## src/rtl/fp32_nan_quiet.sv

```systemverilog
module fp32_nan_quiet #(
  parameter int EXP_W  = 8,
  parameter int FRAC_W = 23
) (
  input  logic [EXP_W+FRAC_W:0] operand_i,
  input  logic                  nan2008_i,
  output logic [5:0]            class_o,
  output logic                  is_snan_o,
  output logic [EXP_W+FRAC_W:0] quiet_o,
  output logic                  invalid_o
);
  localparam int QB = FRAC_W - 1;

  logic              sign;
  logic [EXP_W-1:0]  expo;
  logic [FRAC_W-1:0] frac;
  logic              exp_max, exp_min, frac_nz, is_nan;
  logic [FRAC_W-1:0] frac_legacy, frac_quiet;

  assign sign    = operand_i[EXP_W+FRAC_W];
  assign expo    = operand_i[EXP_W+FRAC_W-1:FRAC_W];
  assign frac    = operand_i[FRAC_W-1:0];
  assign exp_max = &expo;
  assign exp_min = ~|expo;
  assign frac_nz = |frac;
  assign is_nan  = exp_max & frac_nz;

  assign is_snan_o = is_nan & (nan2008_i ^ frac[QB]);
  assign invalid_o = is_snan_o;

  assign class_o[0] = exp_min & ~frac_nz;
  assign class_o[1] = exp_min & frac_nz;
  assign class_o[2] = ~exp_min & ~exp_max;
  assign class_o[3] = exp_max & ~frac_nz;
  assign class_o[4] = is_nan & ~is_snan_o;
  assign class_o[5] = is_snan_o;

  always_comb begin
    frac_legacy     = frac;
    frac_legacy[QB] = 1'b0;
    if (frac_legacy == '0) frac_legacy[QB-1] = 1'b1;
  end

  always_comb begin
    frac_quiet = frac;
    if (is_snan_o) begin
      if (nan2008_i) frac_quiet[QB] = 1'b1;
      else           frac_quiet     = frac_legacy;
    end
  end

  assign quiet_o = {sign, expo, frac_quiet};
endmodule

```

## config.mk

```make
export PLATFORM = sky130hd
export DESIGN_NAME = fp32_nan_quiet
export DESIGN_NICKNAME = d
export VERILOG_FILES = /design/src/rtl/fp32_nan_quiet.sv
export SDC_FILE = /design/constraint.sdc
export NUM_CORES = 1
export LEC_CHECK = 0
export BUFFER_PORTS_ARGS = -buffer_cell sky130_fd_sc_hd__buf_2
export CORE_AREA = 8 8 50 52
export DETAILED_ROUTE_END_ITERATION = 7
export DIE_AREA = 0 0 58 60
export GPL_TIMING_DRIVEN = 0
export PLACE_DENSITY = 0.79
export SKIP_LAST_GASP = 1
export SLEW_MARGIN = 25
export SYNTH_ARGS = -nofsm -noshare
export SYNTH_HDL_FRONTEND = slang
export SYNTH_SLANG_ARGS = --single-unit
```

## constraint.sdc

```tcl
create_clock -name vclk -period 1.42
set_input_delay 0.284 -clock vclk [all_inputs]
set_output_delay 0.284 -clock vclk [all_outputs]
set_load 0.1 [all_outputs]
```

=== After elaboration in Yosys (flattened, before gate mapping) ===
Cells that the tools add are included.

* Register bits: 0
* Memories kept: 0
* Output and inout bits: 40
* Bits in latches: 0
* Input port bits: 33
* Word-level logic and storage cells: 20
* Bits in writable memories: 0
* Memory bits (read-only): 0

* Bitwise logic cells: 11
* Equality and inequality tests: 0
* Div/mod/pow operators: 0
* Shift-type cells: 0
* Magnitude comparators: 0
* Mux-type cells: 4
* $add $sub $neg: 0
* Reductions and logical operators: 5
* Multipliers: 0

{| class="wikitable"
|+ Operator list
! cell !! number
|-
| $mux 23 || 1
|-
| $reduce_or 23->1 || 1
|-
| $logic_not 22->1 || 1
|-
| $mux 22 || 1
|-
| $reduce_and 8->1 || 1
|-
| $reduce_or 8->1 || 1
|-
| $and 1x1->1 || 7
|-
| $not 1->1 || 3
|-
| $mux 1 || 2
|-
| $logic_not 1->1 || 1
|-
| $xor 1x1->1 || 1
|}

=== Longest topological paths before layout ===
Gate-level depths: netlist (run 1).

* Depth after elaboration: 5
* Gate-level depth with buffers: 5

=== Worst setup path before layout (run 1) ===
No wires, ideal clock.

* Kind: in2out
* From: input port operand_i[25]
* To: output port class_o[4]
* Path slack: -2629 ps
* Buffers on the path: 0
* Data arrival time: 3765 ps
* Stages: 3
* Path through: nand4_1 > nor2_1 > nor4b_1

* Cells in the longest elaborated chain, start to end: 5

{| class="wikitable"
|+ RTL lines
! what !! RTL line !! source
|-
| start, declared || 5 || <nowiki>input logic [EXP_W+FRAC_W:0] operand_i,</nowiki>
|-
| $reduce_and 8->1 (*) || 23 || <nowiki>assign exp_max = &expo;</nowiki>
|-
| $and 1x1->1 (*) || 26 || <nowiki>assign is_nan = exp_max & frac_nz;</nowiki>
|-
| $and 1x1->1 || 28 || <nowiki>assign is_snan_o = is_nan & (nan2008_i ^ frac[QB]);</nowiki>
|-
| $not 1->1 || 35 || <nowiki>assign class_o[4] = is_nan & ~is_snan_o;</nowiki>
|-
| $and 1x1->1 (*) || 35 ||
|-
| end, declared || 7 || <nowiki>output logic [5:0] class_o,</nowiki>
|}

Every way passes the cells marked *; elsewhere a longest branch is shown, timed or not.

=== Worst setup path in the final report (run 1) ===
* From: input port operand_i[20]
* To: output port is_snan_o

* Cells in the longest elaborated chain, start to end: 3

{| class="wikitable"
|+ RTL lines
! what !! RTL line !! source
|-
| $reduce_or 23->1 || 25 || <nowiki>assign frac_nz = |frac;</nowiki>
|-
| $and 1x1->1 || 26 ||
|-
| $and 1x1->1 || 28 ||
|-
| end, declared || 8 || <nowiki>output logic is_snan_o,</nowiki>
|}

Every way passes these cells.

==> results.py, run 1 <==
metrics = {
    "worst_setup_path": {
        "end_kind": "primary output",
        "start_kind": "primary input",
        "worst_ep_arrival_time_ns": 1.62,
        "cp.required_ns": 1.14,
        "criticalPathCategory": "primary input to primary output",
        "setup.worst_path.start": "operand_i[20]",
        "crit_fanout": 4,
    },
    "pwr": {
        "power_density_nw_per_um2": 504.0,
        "switching_share_pct": 74.99,
        "power_frac_seq_pct": 0,
        "power.switching_uw": 445.5,
        "ir_drop_mv": 0.4263,
        "p_leak_nw": 0.5958,
        "comb_power_share_pct": 100.0,
        "power.internal_uw": 148.5,
        "power_uw": 594.0,
        "p_clk_share_pct": 0,
    },
    "layout": {
        "fillers": 149,
        "clockBufferCount": 0,
        "final_cells": 157,
        "finish.net_count": 174,
        "antenna_cells": 0,
        "area_delta_synth_final_pct": 169.9,
        "multiInputGateArea_um2": 339.1,
        "regArea_um2": 0,
        "drive_gt1_share_pct": 92.81,
        "design.seq.count": 0,
    },
    "die": {
        "dieHeight_um": 60,
        "chipWidth_um": 58,
        "ios": 73,
        "core_area_um2": 1802,
        "start_util_pct": 24.24,
        "rows": 16,
        "die_area_um2": 3480,
    },
    "sta": {
        "worst_slack_ns": -0.4800,
        "relSlewSlack_pct": 66.99,
        "rsz0062_at_grt": "yes",
        "tightest_slew_ns": 0.4986,
        "post-route-period-util_pct": 133.8,
        "period_minus_slack_ns": 1.900,
        "setup_viol": 9,
        "finalMaxSlewViolations": 0,
        "max_freq_mhz": 526.3,
        "finalHoldViolCount": 0,
    },
    "yosys": {
        "postSynthAreaPerCell_um2": 7.159,
        "yosys_warnings": 0,
        "ys_top_cells_by_count": "buf_4 (32), nor4_1 (5), nor2_1 (4), nand2_1 (3), nor4_2 (3)",
        "synthCells": 61,
        "synth_area_um2": 436.7,
        "ys_types": 15,
        "yosysMostFrequentCell": "buf_4",
        "netlist_top_cells_area": "buf_4 (55%), nor4_2 (8.6%), nor4_1 (7.2%)",
        "syn-num-nets": 94,
        "synth_top_cell_by_area": "buf_4",
        "seq_area_frac_synth_pct": 0,
        "synth.top_cell.area_share_pct": 55.01,
    },
    "place": {
        "port_buffers": 72,
        "dpl.hpwl_um": 1784,
        "pre_cts_slack_ns": -0.8921,
        "placed_cells": 151,
        "gp_congestion": 0.6945,
    },
    "detailed_routing": {
        "drt_iter0_drc": 9,
        "postRouteAntennaNets": 0,
        "finalWirelength_um": 2212,
        "wl_per_cell_um": 14.09,
        "firstDrtPassIters": 4,
        "drc_errors": 0,
        "vias": 674,
        "drt-vias-per-instance": 4.293,
    },
    "min_path": {
        "hold_class": "primary input to primary output",
        "min_to": "quiet_o[21]",
        "hp-start": "operand_i[21]",
        "hold_path_depth": 3,
    },
    "grt": {
        "grt.total_usage_pct": 11.17,
        "antenna_found_initial": 0,
        "grt_max_degree": 7,
        "grt-ovfl-total": 0,
        "grt_pass1_vias": 663,
        "grt_pass1_wl_um": 3146,
    },
    "outcome": {
        "violations": "negative setup slack",
        "outcome": "complete, but fails checks",
    },
    "run": {
        "drv_cap": 0,
    },
}
==> worst max path at each step <==
| stage | to | cells after the start |
|---|---|---|
| 6_report | is_snan_o | 7 |
| 5_1_grt | class_o[4] | 7 |
| 4_1_cts | is_snan_o | 7 |
| 3_5_place_dp | class_o[3] | 6 |
| 3_3_place_gp | class_o[3] | 6 |
| 2_1_floorplan | class_o[0] | 3 |
==> per-stage QoR <==
step           hold slack (ns)  cell area, um2  util (%)  setup TNS (ns)
3_3_place_gp            0.9538           937.1     52.01          -5.637
4_1_cts                 0.9425            1156     64.17          -3.539
2_1_floorplan           0.6854           554.3         -          -3.891
3_5_place_dp            0.9544           937.1     52.01          -5.685
5_1_grt                 0.9563            1179     65.42          -4.498
6_report                0.9400            1179     65.42          -3.783
==> routing by layer <==
| layer | share of wire [%] | vias up | track usage (%) |
|---|---|---|---|
| met5 | 0 | - | 0 |
| met4 | 0 | 0 | 0 |
| met3 | 13 | 0 | 5.161 |
| met2 | 57 | 32 | 24.68 |
| met1 | 29 | 301 | 8.937 |
| li1 | - | 341 | - |
==> logic make-up (layout without fill, tap and decap cells) <==
group | Yosys count | in the layout | share of synthesized area (%)
AOI/OAI and AO/OA | 6 | 6 | 8.881
and+or+nand+nor | 23 | 23 | 36.10
buffers and inverters | 32 | 110 | 55.01
==> cells in the final DEF (no fill, tap or decap), drive strengths merged <==
master and n:
a21oi 2, a31o 1, and2 1, buf 110, nand2 3, nand4 3, nor2 4, nor2b 2
nor3 1, nor4 8, nor4b 1, o21a 2, o21ai 1
==> power by group through the flow <==
stage / Clock [mW] / Combinational (mW) / Sequential (mW)
2_1_floorplan: 0 / 0.450 / 0
3_3_place_gp: 0 / 0.558 / 0
3_5_place_dp: 0 / 0.563 / 0
4_1_cts: 0 / 0.593 / 0
5_1_grt: 0 / 0.610 / 0
6_report: 0 / 0.594 / 0
==> worst max-delay path, stage by stage <==
cell,delay [ns]
buf_6,0.10
nor4_4,0.33
nand4_4,0.16
o21a_1,0.23
o21a_4,0.23
buf_12,0.13
buf_12,0.15
==> layout make-up <==
type	count	area share (%)
buffer	32	22.51
multi-input combinational	29	28.77
tap	18	1.911
timing repair buffer	78	46.82
==> timing repair <==
| action | 4_1_cts | 5_1_grt |
|---|---|---|
| setup buffers | 5 | 1 |
| resized for setup | 46 | 4 |
| pin swaps | 7 | 2 |
| hold buffers | 0 | 0 |
| endpoints found under the setup margin | 10 | 10 |
No activity file was read; power rests on OpenSTA's default activity.
==> run 2, diff against run 1 <==
--- a/config.mk
+++ b/config.mk
@@ -5,10 +5,11 @@
 export SDC_FILE = /design/constraint.sdc
 export NUM_CORES = 1
 export LEC_CHECK = 0
+export ABC_AREA = 1
 export BUFFER_PORTS_ARGS = -buffer_cell sky130_fd_sc_hd__buf_2
-export CORE_AREA = 8 8 50 52
+export CORE_AREA = 8 8 52 54
 export DETAILED_ROUTE_END_ITERATION = 7
-export DIE_AREA = 0 0 58 60
+export DIE_AREA = 0 0 60 62
 export GPL_TIMING_DRIVEN = 0
 export PLACE_DENSITY = 0.79
 export SKIP_LAST_GASP = 1
==> run 2 against run 1 <==
  * The run still ends with negative setup slack left
  * Cell count rose by 32%
  * Utilization rose by 13 points
  * Routed wire length rose by 27%
  * Largest power group unchanged
==> results.py, run 2 <==
metrics = {
    "outcome": {
        "outcome": "complete, but fails checks",
        "violations": "negative setup slack",
    },
    "grt": {
        "grt_pass1_vias": 862,
        "grt_pass1_wl_um": 3429,
        "grt_max_degree": 5,
        "grt.total_usage_pct": 11.33,
        "grt.busiest_layer": "met2",
        "grtUsageMet2_pct": 25.08,
        "antenna_found_initial": 1,
        "met1_usage_pct": 10.31,
        "grtUsageMet3_pct": 3.086,
        "grt-ovfl-total": 0,
    },
    "pwr": {
        "power_frac_seq_pct": 0,
        "ir_drop_mv": 0.3347,
        "switching_share_pct": 71.26,
        "comb_power_share_pct": 100.0,
        "power_density_nw_per_um2": 445.3,
        "power.internal_uw": 191.0,
        "power.switching_uw": 473.7,
        "p_leak_nw": 0.7172,
        "p_clk_share_pct": 0,
    },
    "detailed_routing": {
        "drc_errors": 0,
        "wl_per_cell_um": 13.60,
        "firstDrtPassIters": 3,
        "drt_iter0_drc": 8,
        "drt-vias-per-instance": 4.232,
        "vias": 876,
        "postRouteAntennaNets": 0,
        "finalWirelength_um": 2815,
    },
    "layout": {
        "fillers": 118,
        "clockBufferCount": 0,
        "most-common-layout-cells": "buf_2 (41), buf_4 (39), buf_6 (21)",
        "drive_gt1_share_pct": 84.92,
        "area_delta_synth_final_pct": 177.4,
        "regArea_um2": 0,
        "layout_commonest_cell": "buf_2",
        "fin_area_um2": 1493,
        "design.seq.count": 0,
        "finish.net_count": 214,
    },
    "place": {
        "gp_congestion": 0.6925,
        "dpl.hpwl_um": 1933,
        "dpl_cell_area_um2": 1049,
        "port_buffers": 72,
    },
    "die": {
        "core_area_um2": 1902,
        "die_area_um2": 3720,
        "rows": 16,
        "ios": 73,
        "dieHeight_um": 62,
        "start_util_pct": 28.29,
        "chipWidth_um": 60,
    },
    "worst_setup_path": {
        "criticalPathCategory": "primary input to primary output",
        "critPathMaxStageDelay_ns": 0.22,
        "crit_fanout": 4,
        "worst_ep_arrival_time_ns": 1.31,
        "cp_slowest_cell": "nor2_4",
        "crit_family": "simple AND/OR/NAND/NOR gates",
        "path_common_cell": "nor2_4",
        "end_kind": "primary output",
        "cp.required_ns": 1.14,
        "crit_chain": "buf_6 > nand4_1 > nor2_4 > nand2_4 > nor2_4 > buf_12 > buf_16",
        "start_kind": "primary input",
        "crit_buf_inv": 3,
    },
    "min_path": {
        "hold_class": "primary input to primary output",
    },
    "sta": {
        "finalMaxSlewViolations": 0,
        "post-route-period-util_pct": 112.3,
        "finalHoldViolCount": 0,
        "rsz0062_at_grt": "yes",
        "max_freq_mhz": 627.2,
        "relSlewSlack_pct": 67.01,
        "final.setup.tns_ns": -1.165,
        "tightest_slew_ns": 0.4983,
        "setup_viol": 10,
        "worst_slack_ns": -0.1743,
        "period_minus_slack_ns": 1.594,
    },
    "run": {
        "drv_cap": 0,
    },
    "yosys": {
        "synth-xor-area-share_pct": 1.628,
        "synth_area_um2": 538.0,
        "synth-simple-area-share_pct": 48.60,
        "synth_top_cell_by_area": "buf_4",
        "syn-num-nets": 131,
        "synth_top_family_by_area": "buffers and inverters",
        "synth.top_cell.area_share_pct": 44.65,
        "muxShareOfSynthArea_pct": 0,
        "netlist_top_cells_area": "buf_4 (45%), nor2_1 (23%), nand2_1 (10%)",
        "synthCells": 98,
        "ys_types": 13,
        "yosys_warnings": 0,
        "ys_top_cells_by_count": "nor2_1 (33), buf_4 (32), nand2_1 (15), inv_1 (5)",
        "synth-compound-area-share_pct": 0.9302,
        "yosysMostFrequentCell": "nor2_1",
        "synthAdderAreaFrac_pct": 0,
        "postSynthAreaPerCell_um2": 5.490,
        "seq_area_frac_synth_pct": 0,
    },
}
## run 2: worst paths after layout
check	startpoint	to	slack [ns]	cells past startpoint
worst max-delay path	operand_i[25]	class_o[5]	-0.17	7
worst min-delay path	operand_i[22]	class_o[3]	0.91	3
## run 2: kinds of logic (layout without fill, tap and decap cells)
family          after synthesis  after routing
compound gates                1              1
simple gates                 58             58
buf+inv                      38            119
other cells                   0              1
xor+xnor                      1              1
## run 2: what timing repair did
| action | in CTS | in global routing |
|---|---|---|
| hold buffers | 0 | 0 |
| endpoints found under the hold margin | 0 | 0 |
| gates resized for setup | 52 | 42 |
| setup endpoints to repair | 10 | 10 |
| buffers inserted | 5 | 4 |
| pin swaps | 12 | 26 |
## run 2: area by class of cell
type	count	area [um2]	share of cell area [%]
multi-input combinational	60	457.9	30.68
antenna	1	2.502	0.1676
tap	27	33.78	2.263
inverter	6	26.28	1.760
buffer	32	265.3	17.77
timing repair buffer	81	706.9	47.36
## run 2: stage by stage
stage | power (mW) | hold slack (ns) | std cells | utilization [%] | worst slack, ns
3_5_place_dp | 0.5909 | 0.9543 | 197 | 55.13 | -0.4641
4_1_cts | 0.6237 | 0.9012 | 202 | 68.29 | -0.1281
6_report | 0.6647 | 0.9113 | 207 | 78.49 | -0.1743
5_1_grt | 0.6873 | 0.9177 | 207 | 78.49 | -0.2262
2_1_floorplan | 0.4675 | 0.6699 | 98 | - | -0.4063
3_3_place_gp | 0.5858 | 0.9541 | 197 | 55.13 | -0.4251
## run 2: layer usage
metal  part of all wire [%]  vias up  routed length, um
met5                      0        -                  0
met4                    3.4        0                 97
met3                    6.7        6                188
met2                     57       42               1612
met1                     33      389                916
li1                       -      439                  -
## run 2: power groups by stage
stage / logic [mW] / registers (mW) / clock network (mW)
4_1_cts: 0.624 / 0 / 0
5_1_grt: 0.687 / 0 / 0.0000000941
6_report: 0.665 / 0 / 0.0000000941
3_3_place_gp: 0.586 / 0 / 0
2_1_floorplan: 0.467 / 0 / 0
3_5_place_dp: 0.591 / 0 / 0
==> run 3, diff against run 2 <==
--- a/config.mk
+++ b/config.mk
@@ -7,11 +7,14 @@
 export LEC_CHECK = 0
 export ABC_AREA = 1
 export BUFFER_PORTS_ARGS = -buffer_cell sky130_fd_sc_hd__buf_2
-export CORE_AREA = 8 8 52 54
+export CELL_PAD_IN_SITES_DETAIL_PLACEMENT = 1
+export CELL_PAD_IN_SITES_GLOBAL_PLACEMENT = 1
+export CORE_AREA = 8 8 50 82
 export DETAILED_ROUTE_END_ITERATION = 7
-export DIE_AREA = 0 0 60 62
+export DIE_AREA = 0 0 58 90
 export GPL_TIMING_DRIVEN = 0
-export PLACE_DENSITY = 0.79
+export PLACE_DENSITY = 0.85
+export REMOVE_ABC_BUFFERS = 1
 export SKIP_LAST_GASP = 1
 export SLEW_MARGIN = 25
 export SYNTH_ARGS = -nofsm -noshare
==> constraint.sdc (replaced) <==
create_clock -name vclk -period 1.9
set_input_delay 0.38 -clock vclk [all_inputs]
set_output_delay 0.38 -clock vclk [all_outputs]
set_load 0.1 [all_outputs]
==> run 3 against run 2 <==
  * The flow now finishes without violations
  * Flip-flop and latch count stayed put
  * Routed wire length down 28%
  * Highest routed layer unchanged
  * Setup slack better by 0.30 ns
  * Critical endpoint is now quiet_o[22]
==> results.py, run 3 (synthesis results as in run 2) <==
metrics = {
    "grt": {
        "grt_max_degree": 6,
        "grt-ovfl-total": 0,
        "grt_pass1_vias": 752,
        "grt.total_usage_pct": 7.443,
        "grt_pass1_wl_um": 3339,
        "antenna_found_initial": 0,
    },
    "worst_setup_path": {
        "criticalPathCategory": "primary input to primary output",
        "cp.required_ns": 1.52,
        "crit_fanout": 5,
        "start_kind": "primary input",
        "worst_ep_arrival_time_ns": 1.40,
        "end_kind": "primary output",
    },
    "layout": {
        "most-common-layout-cells": "buf_2 (64), nor2_1 (30), nand2_1 (15)",
        "layout_commonest_cell": "buf_2",
        "final_util_pct": 24.20,
        "area_delta_synth_final_pct": 36.74,
        "clockBufferCount": 0,
        "design.seq.count": 0,
        "finish.net_count": 172,
        "regArea_um2": 0,
        "drive_gt1_share_pct": 59.12,
        "antenna_cells": 0,
        "final_cells": 166,
        "fillers": 435,
    },
    "die": {
        "ios": 73,
        "core_area_um2": 3040,
        "dieHeight_um": 90,
        "start_util_pct": 17.70,
        "die_area_um2": 5220,
        "chipWidth_um": 58,
        "rows": 27,
    },
    "sta": {
        "setup_viol": 0,
        "finalHoldViolCount": 0,
        "period_minus_slack_ns": 1.776,
        "tightest_slew_ns": 0.5027,
        "post-route-period-util_pct": 93.45,
        "max_freq_mhz": 563.2,
        "finalMaxSlewViolations": 0,
        "relSlewSlack_pct": 66.72,
    },
    "place": {
        "port_buffers": 71,
        "dpl.hpwl_um": 1936,
        "gp_congestion": 0.6665,
        "placed_cells": 166,
    },
    "pwr": {
        "power_frac_seq_pct": 0,
        "ir_drop_mv": 0.1606,
        "switching_share_pct": 84.23,
        "power.switching_uw": 312.9,
        "power.internal_uw": 58.59,
        "comb_power_share_pct": 100.0,
        "p_clk_share_pct": 0,
        "p_leak_nw": 0.4222,
        "power_density_nw_per_um2": 504.9,
    },
    "detailed_routing": {
        "drt-vias-per-instance": 4.078,
        "wl_per_cell_um": 12.28,
        "finalWirelength_um": 2038,
        "firstDrtPassIters": 2,
        "drc_errors": 0,
        "drt_iter0_drc": 6,
        "postRouteAntennaNets": 0,
        "vias": 677,
    },
    "run": {
        "drv_cap": 0,
    },
    "min_path": {
        "hold_class": "primary input to primary output",
    },
    "outcome": {
        "outcome": "complete, no violations",
    },
    "cts": {
        "cts_setup_buffers": 0,
        "ctsHoldBuffers": 0,
    },
}
==> run 3: changes by cell type in the layout (fill, tap and decap cells not counted), moves of 3 or more <==
cell and delta:
buf_6 -20, nor2_4 -16, buf_4 -36, buf_2 +23
inv_1 +3, nand2_2 -6, nor2_1 +16, nand2_1 +8
buf_12 -8
==> run 3: metrics by stage <==
| stage | power [mW] | worst slack (ns) | setup TNS (ns) | area (um2) | hold slack (ns) |
|---|---|---|---|---|---|
| 2_1_floorplan | 0.04339 | -2.909 | -10.61 | 297.8 | 0.7600 |
| 3_3_place_gp | 0.3700 | -0.04227 | -0.07834 | 689.4 | 0.7607 |
| 3_5_place_dp | 0.3726 | -0.08085 | -0.1815 | 689.4 | 0.7607 |
| 4_1_cts | 0.3738 | -0.01855 | -0.05334 | 694.4 | 0.7607 |
| 5_1_grt | 0.3875 | -0.005767 | -0.007888 | 735.7 | 0.7606 |
| 6_report | 0.3715 | 0.1244 | 0 | 735.7 | 0.7602 |
==> run 3: worst paths after layout <==
check | start | end | slack [ns] | cells after the start
max | operand_i[25] | quiet_o[22] | 0.12 | 6
min | operand_i[31] | quiet_o[31] | 0.76 | 0
==> run 3: worst max-delay path: stages <==
cell     delay, ns
buf_2         0.10
nand4_1       0.17
nor2_4        0.17
nand3_1       0.09
nand2_1       0.06
buf_2         0.42
==> run 3: timing repair <==
action | CTS | global route
endpoints found under the setup margin | 5 | 7
gates cloned | 0 | 0
resized for setup | 2 | 16
pin swaps | 0 | 0
endpoints found under the hold margin | 0 | 0
==> run 3: layout make-up <==
| type | instances | area, um2 | share of cell area, % |
|---|---|---|---|
| repair buffers | 71 | 389.1 | 52.89 |
| well taps | 29 | 36.28 | 4.932 |
| multi-input cells | 60 | 287.8 | 39.12 |
| inverters | 6 | 22.52 | 3.061 |
==> run 3: layer usage <==
layer | global-route usage [%] | up-vias | wire, um
met5 | 0 | - | 0
met4 | 0.6173 | 0 | 16
met3 | 3.138 | 2 | 223
met2 | 14.89 | 36 | 1113
met1 | 6.678 | 292 | 685
li1 | - | 347 | -
==> run 3: power by group through the flow <==
| stage | clock, mW | combinational, mW | sequential [mW] |
|---|---|---|---|
| final | 0 | 0.371 | 0 |
| after global routing | 0 | 0.387 | 0 |
| after CTS | 0 | 0.374 | 0 |
| after detailed placement | 0 | 0.373 | 0 |
| after global placement | 0 | 0.370 | 0 |
| after floorplan | 0 | 0.0434 | 0 |
